## src/rtl/skid_stage_pkg.sv

```systemverilog
package skid_stage_pkg;

  typedef enum logic [2:0] {
    ST_IDLE  = 3'd0,
    ST_RUN   = 3'd1,
    ST_HOLD  = 3'd2,
    ST_DRAIN = 3'd3,
    ST_FLUSH = 3'd4
  } stage_st_e;

  localparam int NUM_DN = 3;

  function automatic int min_int(input int a, input int b);
    return (a < b) ? a : b;
  endfunction

endpackage

```

## src/rtl/stall_flags.sv

```systemverilog
module stall_flags #(
  parameter int N = 3
) (
  input  logic         clk,
  input  logic         rst,
  input  logic [N-1:0] set_p,
  input  logic [N-1:0] clr_p,
  output logic [N-1:0] flags_nx,
  output logic [N-1:0] flags_q
);

  assign flags_nx = (flags_q | set_p) & ~clr_p;

  always_ff @(posedge clk) begin
    if (rst) flags_q <= '0;
    else     flags_q <= flags_nx;
  end

  for (genvar i = 0; i < N; i++) begin : g_chk
    AST_FLAG_SETS: assert property (@(posedge clk) disable iff (rst)
      (set_p[i] && !clr_p[i]) |=> flags_q[i]);
    AST_FLAG_CLEARS: assert property (@(posedge clk) disable iff (rst)
      clr_p[i] |=> !flags_q[i]);
  end

endmodule

```

## src/rtl/live_pack.sv

```systemverilog
module live_pack #(
  parameter int TAG_W = 8,
  parameter int IN_W  = 4,
  localparam int CW   = $clog2(IN_W + 1)
) (
  input  logic [CW-1:0]         in_count,
  input  logic                  in_valid,
  input  logic [IN_W-1:0]       in_squashed,
  input  logic [IN_W*TAG_W-1:0] in_tags,
  output logic [IN_W*TAG_W-1:0] live_tags,
  output logic [CW-1:0]         live_cnt
);

  int idx;

  always_comb begin
    idx = 0;
    live_tags = '0;
    for (int i = 0; i < IN_W; i++) begin
      if (in_valid && (i < int'(in_count)) && !in_squashed[i]) begin
        live_tags[idx*TAG_W +: TAG_W] = in_tags[i*TAG_W +: TAG_W];
        idx = idx + 1;
      end
    end
    live_cnt = CW'(idx);
  end

endmodule

```

## src/rtl/skid_ring.sv

```systemverilog
module skid_ring #(
  parameter int TAG_W = 8,
  parameter int IN_W  = 4,
  parameter int OUT_W = 2,
  parameter int DEPTH = 10,
  localparam int PW   = (DEPTH > 1) ? $clog2(DEPTH) : 1,
  localparam int LW   = $clog2(DEPTH + 1),
  localparam int ICW  = $clog2(IN_W + 1),
  localparam int OCW  = $clog2(OUT_W + 1)
) (
  input  logic                   clk,
  input  logic                   rst,
  input  logic                   clear,
  input  logic [ICW-1:0]         push_n,
  input  logic [IN_W*TAG_W-1:0]  push_data,
  input  logic [OCW-1:0]         pop_n,
  output logic [OUT_W*TAG_W-1:0] rd_data,
  output logic [LW-1:0]          level,
  output logic                   ovf
);

  logic [TAG_W-1:0] mem [DEPTH];
  logic [PW-1:0]    head, tail;
  int               space, acc;

  function automatic logic [PW-1:0] wrap(input int v);
    int s;
    s = v;
    if (s >= DEPTH) s = s - DEPTH;
    return PW'(s);
  endfunction

  always_comb begin
    space = DEPTH - int'(level) + int'(pop_n);
    acc   = (int'(push_n) > space) ? space : int'(push_n);
    ovf   = int'(push_n) > space;
  end

  always_comb begin
    for (int i = 0; i < OUT_W; i++)
      rd_data[i*TAG_W +: TAG_W] = mem[wrap(int'(head) + i)];
  end

  always_ff @(posedge clk) begin
    if (!rst && !clear) begin
      for (int i = 0; i < IN_W; i++)
        if (i < acc) mem[wrap(int'(tail) + i)] <= push_data[i*TAG_W +: TAG_W];
    end
  end

  always_ff @(posedge clk) begin
    if (rst || clear) begin
      head  <= '0;
      tail  <= '0;
      level <= '0;
    end else begin
      tail  <= wrap(int'(tail) + acc);
      head  <= wrap(int'(head) + int'(pop_n));
      level <= LW'(int'(level) - int'(pop_n) + acc);
    end
  end

  AST_LEVEL_BOUND: assert property (@(posedge clk) disable iff (rst)
    int'(level) <= DEPTH);
  AST_POP_AVAIL: assert property (@(posedge clk) disable iff (rst)
    pop_n <= OCW'(level) || int'(level) >= OUT_W);

endmodule

```

## src/rtl/skid_stage_ctl.sv

```systemverilog
module skid_stage_ctl
  import skid_stage_pkg::*;
#(
  parameter int TAG_W  = 8,
  parameter int IN_W   = 4,
  parameter int OUT_W  = 2,
  parameter int UP_DLY = 2,
  localparam int CW    = $clog2(IN_W + 1)
) (
  input  logic                   clk,
  input  logic                   rst,
  input  logic                   in_valid,
  input  logic [CW-1:0]          in_count,
  input  logic [IN_W-1:0]        in_squashed,
  input  logic [IN_W*TAG_W-1:0]  in_tags,
  input  logic [2:0]             dn_hold,
  input  logic [2:0]             dn_release,
  input  logic                   flush,
  input  logic                   flush_busy,
  output logic [OUT_W-1:0]       out_valid,
  output logic [OUT_W*TAG_W-1:0] out_tags,
  output logic                   up_hold,
  output logic                   up_release,
  output logic [2:0]             state,
  output logic                   ovf_err
);

  localparam int DEPTH = UP_DLY * IN_W + OUT_W;
  localparam int LW    = $clog2(DEPTH + 1);
  localparam int OCW   = $clog2(OUT_W + 1);

  stage_st_e st_q, st_nx;

  logic [NUM_DN-1:0]      flags_nx, flags_q;
  logic [IN_W*TAG_W-1:0]  live_tags, push_data;
  logic [CW-1:0]          live_cnt;
  logic [OUT_W*TAG_W-1:0] rd_data;
  logic [LW-1:0]          level;
  logic                   ovf, clr_skid, blk, unblk, from_skid, stall_now, held;
  int                     live_i, level_i, out_i, pop_i, push_i;

  stall_flags #(.N(NUM_DN)) u_flags (
    .clk(clk), .rst(rst), .set_p(dn_hold), .clr_p(dn_release),
    .flags_nx(flags_nx), .flags_q(flags_q)
  );

  live_pack #(.TAG_W(TAG_W), .IN_W(IN_W)) u_pack (
    .in_count(in_count), .in_valid(in_valid), .in_squashed(in_squashed),
    .in_tags(in_tags), .live_tags(live_tags), .live_cnt(live_cnt)
  );

  skid_ring #(.TAG_W(TAG_W), .IN_W(IN_W), .OUT_W(OUT_W), .DEPTH(DEPTH)) u_skid (
    .clk(clk), .rst(rst), .clear(clr_skid),
    .push_n(CW'(push_i)), .push_data(push_data), .pop_n(OCW'(pop_i)),
    .rd_data(rd_data), .level(level), .ovf(ovf)
  );

  assign stall_now = |flags_nx;
  assign held      = (st_q == ST_HOLD) || (st_q == ST_DRAIN);
  assign live_i    = int'(live_cnt);
  assign level_i   = int'(level);

  always_comb begin
    st_nx     = st_q;
    out_i     = 0;
    pop_i     = 0;
    push_i    = 0;
    push_data = live_tags;
    from_skid = 1'b0;
    clr_skid  = 1'b0;
    blk       = 1'b0;
    unblk     = 1'b0;
    if (flush) begin
      clr_skid = 1'b1;
      unblk    = held;
      st_nx    = ST_FLUSH;
    end else if (flush_busy) begin
      clr_skid = 1'b1;
      st_nx    = ST_FLUSH;
    end else if (stall_now) begin
      blk    = !held;
      push_i = live_i;
      st_nx  = ST_HOLD;
    end else if (held) begin
      pop_i     = min_int(level_i, OUT_W);
      out_i     = pop_i;
      from_skid = 1'b1;
      push_i    = live_i;
      if (level_i - pop_i + live_i == 0) begin
        unblk = 1'b1;
        st_nx = ST_RUN;
      end else begin
        st_nx = ST_DRAIN;
      end
    end else begin
      out_i = min_int(live_i, OUT_W);
      if (live_i > OUT_W) begin
        push_i    = live_i - OUT_W;
        push_data = live_tags >> (OUT_W * TAG_W);
        blk       = 1'b1;
        st_nx     = ST_HOLD;
      end else if (st_q != ST_IDLE || live_i != 0) begin
        st_nx = ST_RUN;
      end
    end
  end

  always_ff @(posedge clk) begin
    if (rst) begin
      st_q       <= ST_IDLE;
      out_valid  <= '0;
      out_tags   <= '0;
      up_hold    <= 1'b0;
      up_release <= 1'b0;
      ovf_err    <= 1'b0;
    end else begin
      st_q       <= st_nx;
      up_hold    <= blk;
      up_release <= unblk;
      ovf_err    <= ovf_err | ovf;
      for (int k = 0; k < OUT_W; k++) begin
        out_valid[k] <= (k < out_i);
        out_tags[k*TAG_W +: TAG_W] <= from_skid ? rd_data[k*TAG_W +: TAG_W]
                                                : live_tags[k*TAG_W +: TAG_W];
      end
    end
  end

  assign state = st_q;

  AST_NO_DUAL_PULSE: assert property (@(posedge clk) disable iff (rst)
    !(up_hold && up_release));
  AST_NO_REHOLD: assert property (@(posedge clk) disable iff (rst)
    held |=> !up_hold);
  AST_STALL_SILENT: assert property (@(posedge clk) disable iff (rst)
    stall_now |=> (out_valid == '0));
  AST_RELEASE_EMPTY: assert property (@(posedge clk) disable iff (rst)
    up_release |-> (level == '0));
  AST_FLUSH_WINS: assert property (@(posedge clk) disable iff (rst)
    flush |=> (st_q == ST_FLUSH && out_valid == '0));
  AST_ERR_STICKY: assert property (@(posedge clk) disable iff (rst)
    ovf_err |=> ovf_err);

endmodule

```

## config.mk

```make
export PLATFORM = sky130hd
export DESIGN_NAME = skid_stage_ctl
export DESIGN_NICKNAME = d
export VERILOG_FILES = /design/src/rtl/skid_stage_pkg.sv /design/src/rtl/stall_flags.sv /design/src/rtl/live_pack.sv /design/src/rtl/skid_ring.sv /design/src/rtl/skid_stage_ctl.sv
export SDC_FILE = /design/constraint.sdc
export NUM_CORES = 1
export LEC_CHECK = 0
export ABC_AREA = 1
export ABC_CLOCK_PERIOD_IN_PS = 6980
export CORE_MARGIN = 2
export CORE_UTILIZATION = 54
export DETAILED_ROUTE_END_ITERATION = 8
export PLACE_DENSITY = 0.75
export SETUP_SLACK_MARGIN = 0.3
export SLEW_MARGIN = 10
export SYNTH_ARGS = -nofsm -noshare
export SYNTH_HDL_FRONTEND = slang
export SYNTH_HIERARCHICAL = 1
export SYNTH_SLANG_ARGS = --single-unit
export TNS_END_PERCENT = 10
```

## constraint.sdc

```tcl
create_clock -name clk -period 6.98 [get_ports clk]
set_input_delay 1.396 -clock clk [delete_from_list [all_inputs] [get_ports clk]]
set_output_delay 1.396 -clock clk [all_outputs]
set_load 0.005 [all_outputs]
```

==> summary by stage <==
Drt
The count of nets left with antenna violations after detail routing is 0. The number of design rule violations left after detail routing is 0. The via density per instance is between 5 and 6. The via count is 14400.

Dividing the detail-routed wire length by the instance count gives between 15 and 20 µm. After detailed routing, the total wire length is 44.7 mm. After the first detailed-routing iteration, the DRC count stood at 2280. The first-pass detailed-route iteration total is 7.

Finish
The library cell used most frequently in the layout, excluding fill and tap cells, is sky130_fd_sc_hd__nand2_1. The register area is 3180 µm². Summing all multi-input logic gate instances after layout gives 8920 µm². Relative to the synthesized area, the layout overhead comes to 11.0%. The area of all placed cells without fillers is between 10000 and 15000 µm². Fill cells in the final layout number 2333. The final instance count without filler cells is 2482. The number of antenna cells inserted is 0.

Leaving out fill and tap cells, the most frequent cells in the layout are sky130_fd_sc_hd__nand2_1 (768), sky130_fd_sc_hd__nor2_1 (273), sky130_fd_sc_hd__nand3_1 (241). The layout net count is approximately 2300. The fraction of final layout cells with drive strength greater than 1 is 0.113.

Global route
The via count of the first global-routing pass is 12700. The first global-routing pass estimated 69.4 mm of wire. Entering global routing, the biggest net connects 81 pins. After global routing the overflow that remains totals 0. The global router's overall resource usage is 0.341.

The number of antenna violations at the first check in global routing came to 0.

Synthesis
Of the synthesized area, sequential elements account for 0.239. For this run, the number of Yosys warnings is 6. The number of enable-type register cells in the synthesized netlist is 80. In this run the mean area of a mapped cell was 6.26 µm². Counting flops with an async set or reset pin after synthesis yields a share of 0. The area of the mapped netlist is around 13000 µm². The number of nets handed over by synthesis was 2242.

The number of register bits inferred by synthesis is 119. Counting distinct cell types in the post-synthesis netlist gives 56. The dominant register cell in the synthesized netlist is sky130_fd_sc_hd__edfxtp_1.

The number of instances in the synthesized netlist is approximately 2100.

STA
In this run the tightest slew margin relative to its limit is 0.259. The final-report hold violation count was 0. Setup repair after global routing left no endpoint under its margin. For the pin with the worst max-slew slack, the measured transition is roughly 1.1 ns. The upper clock frequency limit is 0.159 GHz.

The worst clock skew is 0.0212 ns. Of the available clock period, the critical path in the final layout requires 0.901. The final critical path time including I/O delays and setup is about 6.3 ns. The number of max-slew violations in the final report is 0. Setup violations remaining at the end of the flow were counted as 0.

Critical path
In this design, the largest share of critical-path delay is due to simple AND/OR/NAND/NOR gates. The worst-path maximum fanout is 5. The terminus of the critical flop-to-flop path is u_skid/tail[1]$_SDFF_PP0_. In this run the critical register-to-register path is launched from u_flags/flags_q[1]$_SDFF_PP0_. The logic depth of the worst register-to-register path is 36. The cell with the most instances on the worst path is sky130_fd_sc_hd__nand2_1. The required time of the critical path is 7.33 ns. The classification of the worst setup path is in -> reg. In this run the register-to-register setup slack is 1.85 ns. Data on the critical path arrives at its endpoint at 6.64 ns. The type of destination of the critical path is a flip-flop. On the worst path, the slowest cell contributes a delay of about 0.42 ns.

The worst setup path is launched from an input port. The combined buffer and inverter count along the critical path is 5. The slowest stage of the critical path belongs to the cell sky130_fd_sc_hd__clkdlybuf4s50_1.

Place
The instance area after placement is 14000 µm². Port buffering added 73 buffers. The routability-driven placement congestion ratio is 0.941. The half-perimeter wire length after placement is 33.3 mm. Counting tap cells, the placed design contains a total of 2446 instances.

Worst hold path
The worst hold path belongs to the class reg -> reg. The launch point of the worst hold path is u_flags/flags_q[1]$_SDFF_PP0_. The worst hold path was traced through 2 stages.

The worst hold path terminates at u_flags/flags_q[1]$_SDFF_PP0_.

Clock tree
No sink is reached through more buffers than the 2 on the longest clock path. The buffer cell driving the clock tree root is sky130_fd_sc_hd__clkbuf_16. The number of sinks on the clock net is approximately 120. CTS built an H-tree with a depth of 4. After clock tree synthesis, the clock-pin slew on the worst setup and hold paths is 0.07 ns. The clock insertion delay at the later pin of the skew report is 0.43 ns. Counting the buffers created by CTS gives 17. The count of hold-fix buffers inserted at cts is 0. The TritonCTS clock tree is done.

Floorplanning
The count of boundary I/O pins is 74. From bottom edge to top edge, the die measures 161 µm. The initial core utilization is 0.549. The area of the core is approximately 24000 µm². The die outline area is 26000 µm². The count of standard-cell rows is 57. The horizontal die dimension is 161 µm.

Power and ir drop
Across the VDD grid, the largest voltage drop is 0.144 mV. The power density relative to cell area is 146 nW/µm². In this run the static leakage power is 6.94 nW. The sum of internal, switching and leakage power is about 2.2 mW.

Status
The run finished with clean final reports.

Run
Max-cap violations in this run came to 0.
## power breakdown
group	switching [mW]	total [mW]	internal, mW	leakage, nW
Sequential	0.00364	0.771	0.767	1.05
Clock	0.381	0.988	0.607	0.311
Combinational	0.267	0.408	0.141	5.59
Total	0.652	2.17	1.51	6.94
## registers in the layout, summed over array words and instances, names as in the netlist
name and flops:
out_tags 16, u_skid/mem 80, out_valid 2, u_skid/tail 4
up_hold 1, state 3, u_flags/flags_q 3, ovf_err 1
u_skid/level 4, u_skid/head 4, up_release 1
## cell usage after synthesis (20+ instances only)
| library cell | count | area, µm² |
|---|---|---|
| sky130_fd_sc_hd__nor2_1 | 276 | 1040 |
| sky130_fd_sc_hd__nand2_1 | 773 | 2900 |
| sky130_fd_sc_hd__nand4_1 | 57 | 357 |
| sky130_fd_sc_hd__a21oi_1 | 32 | 160 |
| sky130_fd_sc_hd__buf_2 | 20 | 100 |
| sky130_fd_sc_hd__nand3_1 | 241 | 1210 |
| sky130_fd_sc_hd__clkbuf_1 | 45 | 169 |
| sky130_fd_sc_hd__inv_1 | 160 | 601 |
| sky130_fd_sc_hd__buf_6 | 22 | 248 |
| sky130_fd_sc_hd__o21ai_2 | 21 | 184 |
| sky130_fd_sc_hd__edfxtp_1 | 80 | 2400 |
| sky130_fd_sc_hd__dfxtp_1 | 39 | 781 |
| sky130_fd_sc_hd__ha_1 | 54 | 676 |
| sky130_fd_sc_hd__o21ai_0 | 35 | 175 |
## cells by family after synthesis
family	Yosys count	share of synthesized area
other cells	1	0.000281
simple gates	1491	0.513
fa+ha+maj	60	0.0596
xor+xnor	17	0.0117
buf+inv	292	0.102
compound gates	151	0.0745
flops	119	0.239
mux	1	0.000844
## metrics by stage
step / setup TNS (ns) / hold slack [ns] / setup WS, ns / util
global placement: 0 / 0.463 / 0.0392 / 0.577
finish: 0 / 0.489 / 0.689 / 0.609
detailed placement: -0.494 / 0.478 / -0.177 / 0.577
CTS: 0 / 0.493 / 0.343 / 0.603
global route: 0 / 0.517 / 0.249 / 0.609
floorplan: 0 / 0.451 / 0.509 / -
## what timing repair did
| item | in CTS | in global routing |
|---|---|---|
| gates resized for setup | 1 | 22 |
| gates cloned | 0 | 0 |
| endpoints found under the setup margin | 3 | 16 |
| buffers inserted | 0 | 4 |
| pin swaps | 0 | 5 |
## worst max path at each step
| stage | from | end | slack (ns) | depth (start not counted) |
|---|---|---|---|---|
| floorplan | in_count[1] | u_skid/tail[3]$_SDFF_PP0_ | 0.51 | 43 |
| global placement | in_count[0] | u_skid/tail[3]$_SDFF_PP0_ | 0.04 | 43 |
| detailed placement | in_count[0] | u_skid/tail[1]$_SDFF_PP0_ | -0.18 | 42 |
| CTS | in_count[0] | u_skid/tail[1]$_SDFF_PP0_ | 0.34 | 42 |
| global route | in_count[1] | u_skid/tail[1]$_SDFF_PP0_ | 0.25 | 42 |
| finish | in_count[1] | u_skid/tail[1]$_SDFF_PP0_ | 0.69 | 40 |
## area by class of cell
type                            count  area share
Inverter                          182      0.0470
Multi-Input combinational cell   1721       0.602
Sequential cell                   119       0.215
Clock inverter                     15      0.0144
Clock buffer                       17      0.0287
Tap cell                          324      0.0274
Timing Repair Buffer              104      0.0654
## tightest hold or removal path, delay by kind of cell, from the launching register on
kind          cells  cell delay [ns]
flops             1             0.31
simple gates      2             0.13
## layer usage
metal | GRT usage | vias to the layer above | part of all wire | routed length [µm]
met5 | 0 | - | 0 | 0
met4 | 0.107 | 0 | 0.025 | 1120
met3 | 0.0655 | 87 | 0.12 | 5410
met2 | 0.518 | 871 | 0.44 | 19400
met1 | 0.489 | 6545 | 0.42 | 18700
li1 | - | 6933 | - | -
Note: power is estimated with default switching activity, not from simulation.
